## src/rtl/dtlb_pkg.sv

```systemverilog
package dtlb_pkg;

    typedef enum logic [1:0] {
        CLS_HIT  = 2'd0,
        CLS_MISS = 2'd1,
        CLS_PRIV = 2'd2,
        CLS_PROT = 2'd3
    } look_cls_t;

    typedef enum logic {
        ST_IDLE = 1'b0,
        ST_RESP = 1'b1
    } resp_state_t;

    localparam int FSR_VALID_BIT = 0;
    localparam int FSR_WRITE_BIT = 2;
    localparam int FSR_USER_BIT  = 3;
    localparam int FSR_TYPE_BIT  = 7;

endpackage

```

## src/rtl/dtlb_match.sv

```systemverilog
module dtlb_match #(
    parameter  int ENTRIES = 64,
    parameter  int VPN_W   = 19,
    parameter  int CTX_W   = 13,
    localparam int IDX_W   = $clog2(ENTRIES)
) (
    input  logic [ENTRIES-1:0]            ent_valid,
    input  logic [ENTRIES-1:0][VPN_W-1:0] ent_vpn,
    input  logic [ENTRIES-1:0][CTX_W-1:0] ent_ctx,
    input  logic [VPN_W-1:0]              look_vpn,
    input  logic [CTX_W-1:0]              look_ctx,
    output logic                          found,
    output logic [IDX_W-1:0]              found_idx
);

    logic [ENTRIES-1:0] hit_vec;

    // one comparator per slot, all evaluated in the same cycle
    generate
        for (genvar g = 0; g < ENTRIES; g++) begin : g_cmp
            assign hit_vec[g] = ent_valid[g]
                              && (ent_vpn[g] == look_vpn)
                              && (ent_ctx[g] == look_ctx);
        end
    endgenerate

    // lowest index wins: scan downwards so the last assignment is the lowest
    always_comb begin
        found     = |hit_vec;
        found_idx = '0;
        for (int i = ENTRIES - 1; i >= 0; i--) begin
            if (hit_vec[i]) begin
                found_idx = IDX_W'(i);
            end
        end
    end

endmodule

```

## src/rtl/dtlb_perm.sv

```systemverilog
module dtlb_perm
    import dtlb_pkg::*;
(
    input  logic      priv_only,
    input  logic      writable,
    input  logic      acc_user,
    input  logic      acc_write,
    output look_cls_t cls
);

    // privilege is judged before writability
    always_comb begin
        if (priv_only && acc_user) begin
            cls = CLS_PRIV;
        end else if (!writable && acc_write) begin
            cls = CLS_PROT;
        end else begin
            cls = CLS_HIT;
        end
    end

endmodule

```

## src/rtl/dtlb_fault_regs.sv

```systemverilog
module dtlb_fault_regs
    import dtlb_pkg::*;
#(
    parameter int VA_W       = 32,
    parameter int PAGE_SHIFT = 13,
    parameter int CTX_W      = 13,
    parameter int FSR_W      = 16
) (
    input  logic             clk,
    input  logic             rst_n,
    input  logic             log_fault,
    input  logic             fault_type,
    input  logic             log_miss,
    input  logic             acc_user,
    input  logic             acc_write,
    input  logic [VA_W-1:0]  acc_va,
    input  logic [CTX_W-1:0] acc_ctx,
    output logic [FSR_W-1:0] fsr_q,
    output logic [VA_W-1:0]  far_q,
    output logic [VA_W-1:0]  tag_q
);

    logic [FSR_W-1:0] fsr_base;
    logic [FSR_W-1:0] fsr_new;
    logic [VA_W-1:0]  tag_new;

    always_comb begin
        fsr_base = fsr_q[FSR_VALID_BIT] ? FSR_W'(2) : fsr_q;
        fsr_new  = fsr_base;
        fsr_new[FSR_VALID_BIT] = 1'b1;
        fsr_new[FSR_WRITE_BIT] = fsr_base[FSR_WRITE_BIT] | acc_write;
        fsr_new[FSR_USER_BIT]  = fsr_base[FSR_USER_BIT]  | acc_user;
        fsr_new[FSR_TYPE_BIT]  = fsr_base[FSR_TYPE_BIT]  | fault_type;
        tag_new = {acc_va[VA_W-1:PAGE_SHIFT], {PAGE_SHIFT{1'b0}}} | VA_W'(acc_ctx);
    end

    always_ff @(posedge clk) begin
        if (!rst_n) begin
            fsr_q <= '0;
            far_q <= '0;
            tag_q <= '0;
        end else begin
            if (log_fault) begin
                fsr_q <= fsr_new;
                far_q <= acc_va;
            end
            if (log_miss) begin
                tag_q <= tag_new;
            end
        end
    end

endmodule

```

## src/rtl/dtlb_lookup.sv

```systemverilog
module dtlb_lookup
    import dtlb_pkg::*;
#(
    parameter  int ENTRIES    = 64,
    parameter  int VA_W       = 32,
    parameter  int PAGE_SHIFT = 13,
    parameter  int CTX_W      = 13,
    parameter  int PPN_W      = 16,
    parameter  int FSR_W      = 16,
    localparam int IDX_W      = $clog2(ENTRIES),
    localparam int VPN_W      = VA_W - PAGE_SHIFT
) (
    input  logic             clk,
    input  logic             rst_n,
    input  logic             wr_en,
    input  logic [IDX_W-1:0] wr_idx,
    input  logic             wr_valid,
    input  logic [VPN_W-1:0] wr_vpn,
    input  logic [CTX_W-1:0] wr_ctx,
    input  logic [PPN_W-1:0] wr_ppn,
    input  logic             wr_priv,
    input  logic             wr_writable,
    input  logic             req,
    input  logic [VA_W-1:0]  req_va,
    input  logic [CTX_W-1:0] req_ctx,
    input  logic             req_user,
    input  logic             req_write,
    input  logic [IDX_W-1:0] rd_idx,
    output logic             rd_used,
    output logic             rsp_valid,
    output logic             rsp_hit,
    output logic             rsp_miss,
    output logic             rsp_fault,
    output logic             rsp_prot,
    output logic [PPN_W-1:0] rsp_ppn,
    output logic             rsp_can_read,
    output logic             rsp_can_write,
    output logic [FSR_W-1:0] fsr,
    output logic [VA_W-1:0]  far,
    output logic [VA_W-1:0]  tag_access
);

    // slot storage
    logic [ENTRIES-1:0]            ent_valid_q;
    logic [ENTRIES-1:0]            ent_used_q;
    logic [ENTRIES-1:0]            ent_priv_q;
    logic [ENTRIES-1:0]            ent_wr_q;
    logic [ENTRIES-1:0][VPN_W-1:0] ent_vpn_q;
    logic [ENTRIES-1:0][CTX_W-1:0] ent_ctx_q;
    logic [ENTRIES-1:0][PPN_W-1:0] ent_ppn_q;

    // lookup path
    logic             found;
    logic [IDX_W-1:0] found_idx;
    look_cls_t        perm_cls;
    look_cls_t        cls_now;

    // response state
    resp_state_t      state_q, state_n;
    look_cls_t        rsp_cls_q;
    logic [PPN_W-1:0] rsp_ppn_q;
    logic             rsp_cw_q;

    dtlb_match #(
        .ENTRIES (ENTRIES),
        .VPN_W   (VPN_W),
        .CTX_W   (CTX_W)
    ) u_match (
        .ent_valid (ent_valid_q),
        .ent_vpn   (ent_vpn_q),
        .ent_ctx   (ent_ctx_q),
        .look_vpn  (req_va[VA_W-1:PAGE_SHIFT]),
        .look_ctx  (req_ctx),
        .found     (found),
        .found_idx (found_idx)
    );

    dtlb_perm u_perm (
        .priv_only (ent_priv_q[found_idx]),
        .writable  (ent_wr_q[found_idx]),
        .acc_user  (req_user),
        .acc_write (req_write),
        .cls       (perm_cls)
    );

    assign cls_now = found ? perm_cls : CLS_MISS;

    dtlb_fault_regs #(
        .VA_W       (VA_W),
        .PAGE_SHIFT (PAGE_SHIFT),
        .CTX_W      (CTX_W),
        .FSR_W      (FSR_W)
    ) u_fregs (
        .clk        (clk),
        .rst_n      (rst_n),
        .log_fault  (req && ((cls_now == CLS_PRIV) || (cls_now == CLS_PROT))),
        .fault_type (cls_now == CLS_PRIV),
        .log_miss   (req && (cls_now == CLS_MISS)),
        .acc_user   (req_user),
        .acc_write  (req_write),
        .acc_va     (req_va),
        .acc_ctx    (req_ctx),
        .fsr_q      (fsr),
        .far_q      (far),
        .tag_q      (tag_access)
    );

    // flags with reset; a write to a slot overrides a same-cycle hit on it
    always_ff @(posedge clk) begin
        if (!rst_n) begin
            ent_valid_q <= '0;
            ent_used_q  <= '0;
        end else begin
            if (req && (cls_now == CLS_HIT)) begin
                ent_used_q[found_idx] <= 1'b1;
            end
            if (wr_en) begin
                ent_valid_q[wr_idx] <= wr_valid;
                ent_used_q[wr_idx]  <= 1'b0;
            end
        end
    end

    // payload without reset
    always_ff @(posedge clk) begin
        if (wr_en) begin
            ent_vpn_q[wr_idx]  <= wr_vpn;
            ent_ctx_q[wr_idx]  <= wr_ctx;
            ent_ppn_q[wr_idx]  <= wr_ppn;
            ent_priv_q[wr_idx] <= wr_priv;
            ent_wr_q[wr_idx]   <= wr_writable;
        end
    end

    assign rd_used = ent_used_q[rd_idx];

    // response capture
    always_ff @(posedge clk) begin
        if (!rst_n) begin
            rsp_cls_q <= CLS_MISS;
            rsp_ppn_q <= '0;
            rsp_cw_q  <= 1'b0;
        end else if (req) begin
            rsp_cls_q <= cls_now;
            rsp_ppn_q <= (cls_now == CLS_HIT) ? ent_ppn_q[found_idx] : '0;
            rsp_cw_q  <= (cls_now == CLS_HIT) && ent_wr_q[found_idx];
        end
    end

    // state register
    always_ff @(posedge clk) begin
        if (!rst_n) begin
            state_q <= ST_IDLE;
        end else begin
            state_q <= state_n;
        end
    end

    // next state: accept / chain / drain
    always_comb begin
        state_n = state_q;
        unique case (state_q)
            ST_IDLE: state_n = req ? ST_RESP : ST_IDLE;
            ST_RESP: state_n = req ? ST_RESP : ST_IDLE;
            default: state_n = ST_IDLE;
        endcase
    end

    // outputs
    always_comb begin
        rsp_valid     = 1'b0;
        rsp_hit       = 1'b0;
        rsp_miss      = 1'b0;
        rsp_fault     = 1'b0;
        rsp_prot      = 1'b0;
        rsp_ppn       = '0;
        rsp_can_read  = 1'b0;
        rsp_can_write = 1'b0;
        unique case (state_q)
            ST_IDLE: ;
            ST_RESP: begin
                rsp_valid     = 1'b1;
                rsp_hit       = (rsp_cls_q == CLS_HIT);
                rsp_miss      = (rsp_cls_q == CLS_MISS);
                rsp_fault     = (rsp_cls_q == CLS_PRIV);
                rsp_prot      = (rsp_cls_q == CLS_PROT);
                rsp_ppn       = rsp_ppn_q;
                rsp_can_read  = (rsp_cls_q == CLS_HIT);
                rsp_can_write = rsp_cw_q;
            end
            default: ;
        endcase
    end

endmodule

```

## config.mk

```make
export PLATFORM = sky130hd
export DESIGN_NAME = dtlb_lookup
export DESIGN_NICKNAME = d
export VERILOG_FILES = /design/src/rtl/dtlb_pkg.sv /design/src/rtl/dtlb_match.sv /design/src/rtl/dtlb_perm.sv /design/src/rtl/dtlb_fault_regs.sv /design/src/rtl/dtlb_lookup.sv
export SDC_FILE = /design/constraint.sdc
export NUM_CORES = 2
export LEC_CHECK = 0
export CAP_MARGIN = 20
export CORE_MARGIN = 5
export CORE_UTILIZATION = 54
export CTS_CLUSTER_SIZE = 8
export DETAILED_ROUTE_END_ITERATION = 6
export PLACE_DENSITY_LB_ADDON = 0.05
export SETUP_SLACK_MARGIN = 0.2
export SYNTH_ARGS = -nofsm -noshare
export SYNTH_HDL_FRONTEND = slang
export SYNTH_SLANG_ARGS = --single-unit
```

## constraint.sdc

```tcl
create_clock -name clk -period 18.8 [get_ports clk]
set_input_delay 2.82 -clock clk [delete_from_list [all_inputs] [get_ports clk]]
set_output_delay 2.82 -clock clk [all_outputs]
set_load 0.005 [all_outputs]
```

# --- Word level (Yosys, flattened, before mapping) ---
# Cells that the tools add are included.
classes:
  addsub: 0
  n_mul: 0
  div: 0
  n_lt_le_gt_ge: 5
  eq_ne: 134
  shifts: 0
  muxes: 104
  n_bitwise: 7
  reduce_logical: 142
op_table:
  columns: ["cell", "n"]
  rows:
  - ["bitwise mux 1216 bit", 1]
  - ["== test 19 bit", 64]
  - ["bitwise mux 1024 bit", 1]
  - ["bitwise mux 832 bit", 1]
  - ["== test 13 bit", 64]
  - ["2-to-1 mux 6 bit", 64]
  - ["bitwise mux 64 bit", 3]
  - ["2-to-1 mux 64 bit", 3]
  - ["logical AND 1 bit", 136]
  - ["demux 19 bit (select 6 bit)", 1]
  - ["binary-select mux 16 bit (select 6 bit)", 1]
  - ["demux 16 bit (select 6 bit)", 1]
  - ["demux 13 bit (select 6 bit)", 1]
  - ["AND 64 bit", 1]
  - ["2-to-1 mux 16 bit", 4]
  - ["inverter 64 bit", 1]
  - ["OR 64 bit", 1]
  - ["OR reduction 64 bit", 1]
  - ["OR 32 x 13 -> 32 bit", 1]
  - ["< comparator 6 x 7 -> 1 bit, second input constant", 3]
  - ["2-to-1 mux 19 bit", 1]
  - ["binary-select mux 1 bit (select 6 bit)", 3]
  - ["2-to-1 mux 13 bit", 1]
  - ["demux 1 bit (select 6 bit)", 2]
  - ["other kinds (11)", 32]
totals:
  regBits: 3417
  latchBits: 0
  ram_bits: 0
  rom_bits: 0
  out_inout_bits: 104
  elab_cells: 596
  n_memories: 0

# --- Logic depth before layout (Yosys ltp) ---
logic_depth:
  word_depth: 80
  ltp_mapped: 28
  ltp_nobuf: 19

# --- Modules after synthesis ---
# Synthesis repeated with hierarchy kept, for this count alone.
hier_totals:
  hier_cells: 8589
  area_unflattened_um2: 139450.0
modules_own_cells:
  columns: ["module", "n_inst", "cells_per_inst", "area_per_inst_um2", "seq_area_each_um2"]
  rows:
  - ["dtlb_lookup", 1, 5204, 111837.3, 99055.0]
  - ["dtlb_match", 1, 3144, 24868.9, 0.0]
  - ["dtlb_fault_regs", 1, 237, 2713.9, 1381.3]
  - ["dtlb_perm", 1, 4, 30.0, 0.0]

# --- Least setup slack after synthesis ---
# OpenSTA, ideal clock, no wires.
synth_path:
  path_type: "in2out"
  startpoint: "input rd_idx[0]"
  endpoint: "output rd_used"
  t_arrival_ps: 5232
  required_ps: 15980
  slack_ps: 10748
  stages: 5
  path_cell_list: "clkbuf_1 -> buf_1 -> mux4_2 -> mux4_2 -> mux4_2"
synth_between:
  elab_chain_cells: 2
synth_rtl:
  columns: ["element", "line", "rtl"]
  rows:
  - ["from (decl)", "dtlb_lookup.sv:28", "input logic [IDX_W-1:0] rd_idx,"]
  - ["binary-select mux 1 bit (select 6 bit)", "dtlb_lookup.sv:135", "assign rd_used = ent_used_q[rd_idx];"]
  - ["2-to-1 mux 1 bit (implied by the code)", "dtlb_lookup.sv:135", null]
  - ["to (decl)", "dtlb_lookup.sv:29", "output logic rd_used,"]
# Every way passes these cells. The select of a mux whose other input is x is not followed.

# --- Final worst setup path ---
layout_path:
  startpoint: "input req_va[13]"
  endpoint: "register rsp_ppn_q[3]"
layout_between:
  elab_chain_cells: 76
layout_rtl:
  columns: ["element", "line", "rtl"]
  rows:
  - ["from (decl)", "dtlb_lookup.sv:24", "input logic [VA_W-1:0] req_va,"]
  - ["== test 19 bit", "dtlb_match.sv:22", "&& (ent_vpn[g] == look_vpn)"]
  - ["logical AND 1 bit", "dtlb_match.sv:22", null]
  - ["logical AND 1 bit", "dtlb_match.sv:23", "&& (ent_ctx[g] == look_ctx);"]
  - ["2-to-1 mux 6 bit (64 in series)", "dtlb_match.sv:32", "if (hit_vec[i]) begin"]
  - ["binary-select mux 1 bit (select 6 bit)", "dtlb_lookup.sv:80", ".writable (ent_wr_q[found_idx]),"]
  - ["2-to-1 mux 1 bit (implied by the code)", "dtlb_lookup.sv:80", null]
  - ["logical NOT 1 bit", "dtlb_perm.sv:15", "end else if (!writable && acc_write) begin"]
  - ["logical AND 1 bit", "dtlb_perm.sv:15", null]
  - ["2-to-1 mux 2 bit", "dtlb_perm.sv:15", null]
  - ["2-to-1 mux 2 bit", "dtlb_perm.sv:13", "if (priv_only && acc_user) begin"]
  - ["2-to-1 mux 2 bit", "dtlb_lookup.sv:86", "assign cls_now = found ? perm_cls : CLS_MISS;"]
  - ["logical NOT 2 bit", "dtlb_lookup.sv:145", "rsp_ppn_q <= (cls_now == CLS_HIT) ? ent_ppn_q[found_idx] : '0;"]
  - ["2-to-1 mux 16 bit *", "dtlb_lookup.sv:145", null]
  - ["to (signal assigned)", "dtlb_lookup.sv:145", null]
  - ["to (decl)", "dtlb_lookup.sv:61", "logic [PPN_W-1:0] rsp_ppn_q;"]
# Every way passes the cells marked *; elsewhere a longest branch is shown, timed or not. The select of a mux whose other input is x is not followed.
# A chain may end at the register's enable or synchronous reset.

==> run_results.csv <==
group,metric,value,unit
drt,firstDrtPassIters,7,
clock_tree,htreeDepth,5,
drt,viasPerCell,7.01,
clock_tree,clk_path_buf_depth,4,
clock_tree,clock_latency,1000,ps
worst_setup_path,cp.required,19650,ps
global_route,busiest_layer,"met2",
sta,period_share,62.5,%
floorplanning,die_x,531,microns
clock_tree,cts_buffers,465,
global_route,grt_pass1_wl,792,mm
worst_setup_path,endpoint_kind,"flop",
cells_and_area,layout-drive-gt1-share,10.2,%
sta,worst_pin_slew,1410,ps
global_route,use_met1,56.0,%
logic_synthesis,yosysTopAreaCell,"edfxtp_1",
outcome,violations,"design-rule violations",
placement,dp_cells,13589,
clock_tree,cts_tree,"built",
cells_and_area,post-route-util,61.8,%
clock_tree,clk_pin_slew,50,ps
logic_synthesis,yosys_most_used_dff,"edfxtp_1",
drt,drt_iter0_markers,19396,
logic_synthesis,synth_edf_count,3200,
clock_tree,post_cts_buffers,0,
worst_setup_path,path_class,"in -> reg",
drt,num_vias,101125,
sta,relSlewSlack,6.00,%
drt,drc_errors,28,
logic_synthesis,synthArstFlopShare,0,%
placement,port_buffers,206,
logic_synthesis,synth-seq-cells,3417,
logic_synthesis,ys_top_cells_by_area,"edfxtp_1, xor2_1, xnor2_1",
power_and_ir_drop,vdd_ir_drop_max,0.0961,mV
sta,period_needed,11740,ps
cells_and_area,fin_cells,14427,
global_route,grt_max_degree,80,
sta,setup_tns,0,ps
global_route,met2_usage,61.4,%
floorplanning,fp.coreArea,0.271,sq mm
floorplanning,io_pins,218,
floorplanning,die_y,531,microns
power_and_ir_drop,leakagePower,54.6,nW
clock_tree,cts_resized,0,
floorplanning,fp-row-count,191,
global_route,grt_pass1_vias,95615,
placement,gp_congestion,0.980,
cells_and_area,nNetsFinal,10612,
drt,drt-total-wl,592,mm
outcome,status,"finished, violations left",
sta,skew,65.2,ps
global_route,antenna_found_initial,77,
floorplanning,die-area,0.282,sq mm
clock_tree,holdBufCountCts,0,
drt,wire_per_inst,41.0,microns
cells_and_area,final_common_cell,"edfxtp_1",
sta,drv_slew,0,
logic_synthesis,netlist_instances,9979,
logic_synthesis,synthesis.area,0.147,sq mm
worst_setup_path,critPathArrivalTime,12590,ps
cells_and_area,mostFrequentLayoutCells,"edfxtp_1, xor2_1, xnor2_1",
placement,dp_hpwl,336,mm
worst_setup_path,critPathLaunchType,"primary input",
sta,fmax,85.2,MHz
job,drv_cap,0,
logic_synthesis,syn_area_per_cell,14.7,sq um
clock_tree,cts-root-buf,"clkbuf_16",
clock_tree,cts.sinks,3417,
power_and_ir_drop,totalPowerFinal,17.2,mW
min_path,min_path_type,"reg -> reg",
worst_setup_path,crit_fanout,34,
cells_and_area,area_growth,14.0,%
global_route,overflow,0,
global_route,globalRouteTotalUtil,41.0,%
global_route,use_met3,11.3,%
sta,setup_viol,0,
logic_synthesis,seq_area_frac_synth,68.5,%
logic_synthesis,synth.distinct_cells,105,
sta,rsz0062_at_grt,"no",
sta,hold_viol_final,0,
logic_synthesis,yosysWarningCount,0,
drt,ant_nets,0,
logic_synthesis,synthDominantCellAreaShare,65.6,%
floorplanning,floorplan.initialDensity,54.2,%
power_and_ir_drop,power_density,103,mW/mm^2
-- worst max-delay path: stages --
cell and delay [ps]:
buf_6 430, buf_4 810, buf_4 570, inv_1 270
a2111oi_0 360, or4b_2 630, nor4_1 470, a21oi_1 150
o2111a_1 300, a221oi_1 780, or3_1 220, o41a_1 420
and2_4 620, buf_4 710, mux2_2 410, a222oi_1 320
a31oi_1 140, or4_4 460, nor4_4 410, nor2_1 360
nand2_1 510, o21ai_0 170
-- per-stage QoR --
step	setup slack [ps]	hold WS, ps	area (sq um)
2_1_floorplan	10750	407	147000
3_3_place_gp	6160	437	153000
3_5_place_dp	6310	453	153000
4_1_cts	7350	460	167000
5_1_grt	7050	480	167000
6_report	7060	457	167000
-- layer usage --
layer	up-vias	wire length, microns	part of all wire [%]
met2	8974	257000	44
li1	39301	-	-
met3	1917	86500	15
met4	20	35400	6.0
met5	-	146	0.025
met1	50913	212000	36
-- synthesized netlist by cell type (14+ instances only) --
cell and n:
xnor2_1 719, nand3_1 186, nor2_1 330, a22o_1 27, inv_1 82, a32oi_1 61, o2111ai_1 14, a222oi_1 20
nand4b_1 66, buf_2 167, and2_1 42, nand2b_1 98, nor2b_1 102, nand2_1 430, a22oi_1 37, or3_1 31
nor4_1 582, mux2_2 44, nor3_1 187, dfxtp_1 217, or4_1 55, o21ai_1 15, a211oi_1 37, a221oi_1 14
a21boi_0 72, and3_1 39, edfxtp_1 3200, o211ai_1 22, a21oi_1 135, a31oi_1 29, mux4_2 21, buf_1 29
nor4b_1 50, o22ai_1 155, buf_4 78, xor2_1 1294, o221ai_1 66, nand4_1 349, o21ai_0 170, buf_6 50
mux2i_1 270, clkbuf_1 153
-- power breakdown --
group	internal, mW	switching, mW	leakage (nW)
registers	8.38	0.0207	30.5
clock network	4.58	3.24	6.31
logic	0.219	0.753	17.8
-- final timing paths --
| kind | from | cells after the start | end | slack [ps] |
|---|---|---|---|---|
| worst min-delay path | ent_used_q[18]$_SDFF_PN0_ | 2 | ent_used_q[18]$_SDFF_PN0_ | 460 |
| worst max register to register | ent_ctx_q[678]$_DFFE_PP_ | 19 | rsp_ppn_q[13]$_SDFFE_PN0P_ | 10380 |
| worst max-delay path | req_va[13] | 22 | rsp_ppn_q[3]$_SDFFE_PN0P_ | 7060 |
| worst min register to register | ent_used_q[18]$_SDFF_PN0_ | 2 | ent_used_q[18]$_SDFF_PN0_ | 460 |
-- flip-flops by register name, summed over array words and instances (netlist names) --
register,count
ent_wr_q,64
rsp_cw_q,1
ent_used_q,64
ent_ctx_q,832
u_fregs.far_q,32
rsp_ppn_q,16
ent_ppn_q,1024
ent_priv_q,64
u_fregs.tag_q,32
u_fregs.fsr_q,5
rsp_cls_q,2
state_q,1
ent_vpn_q,1216
ent_valid_q,64
-- final cells by class --
cell class,instances,area (sq um)
antenna,33,82.6
multi-input combinational,6004,43800
clock inverter,26,492
tap,3570,4470
timing repair buffer,519,4630
inverter,91,342
sequential,3417,100000
fill,20374,103000
clock buffer,767,12800
-- cells by family (layout without fill, tap and decap cells) --
group / count (synthesis) / in the layout / share of synthesized area (%)
XOR/XNOR: 2016 / 2016 / 12.1
multiplexers: 335 / 335 / 2.51
buffers and inverters: 568 / 1403 / 2.05
flip-flops: 3417 / 3417 / 68.5
AO/OA/AOI/OAI: 1008 / 1008 / 4.82
other: 1 / 44 / 0.00256
AND/OR/NAND/NOR: 2634 / 2634 / 10.0
Power figures use the tool's default switching activity.
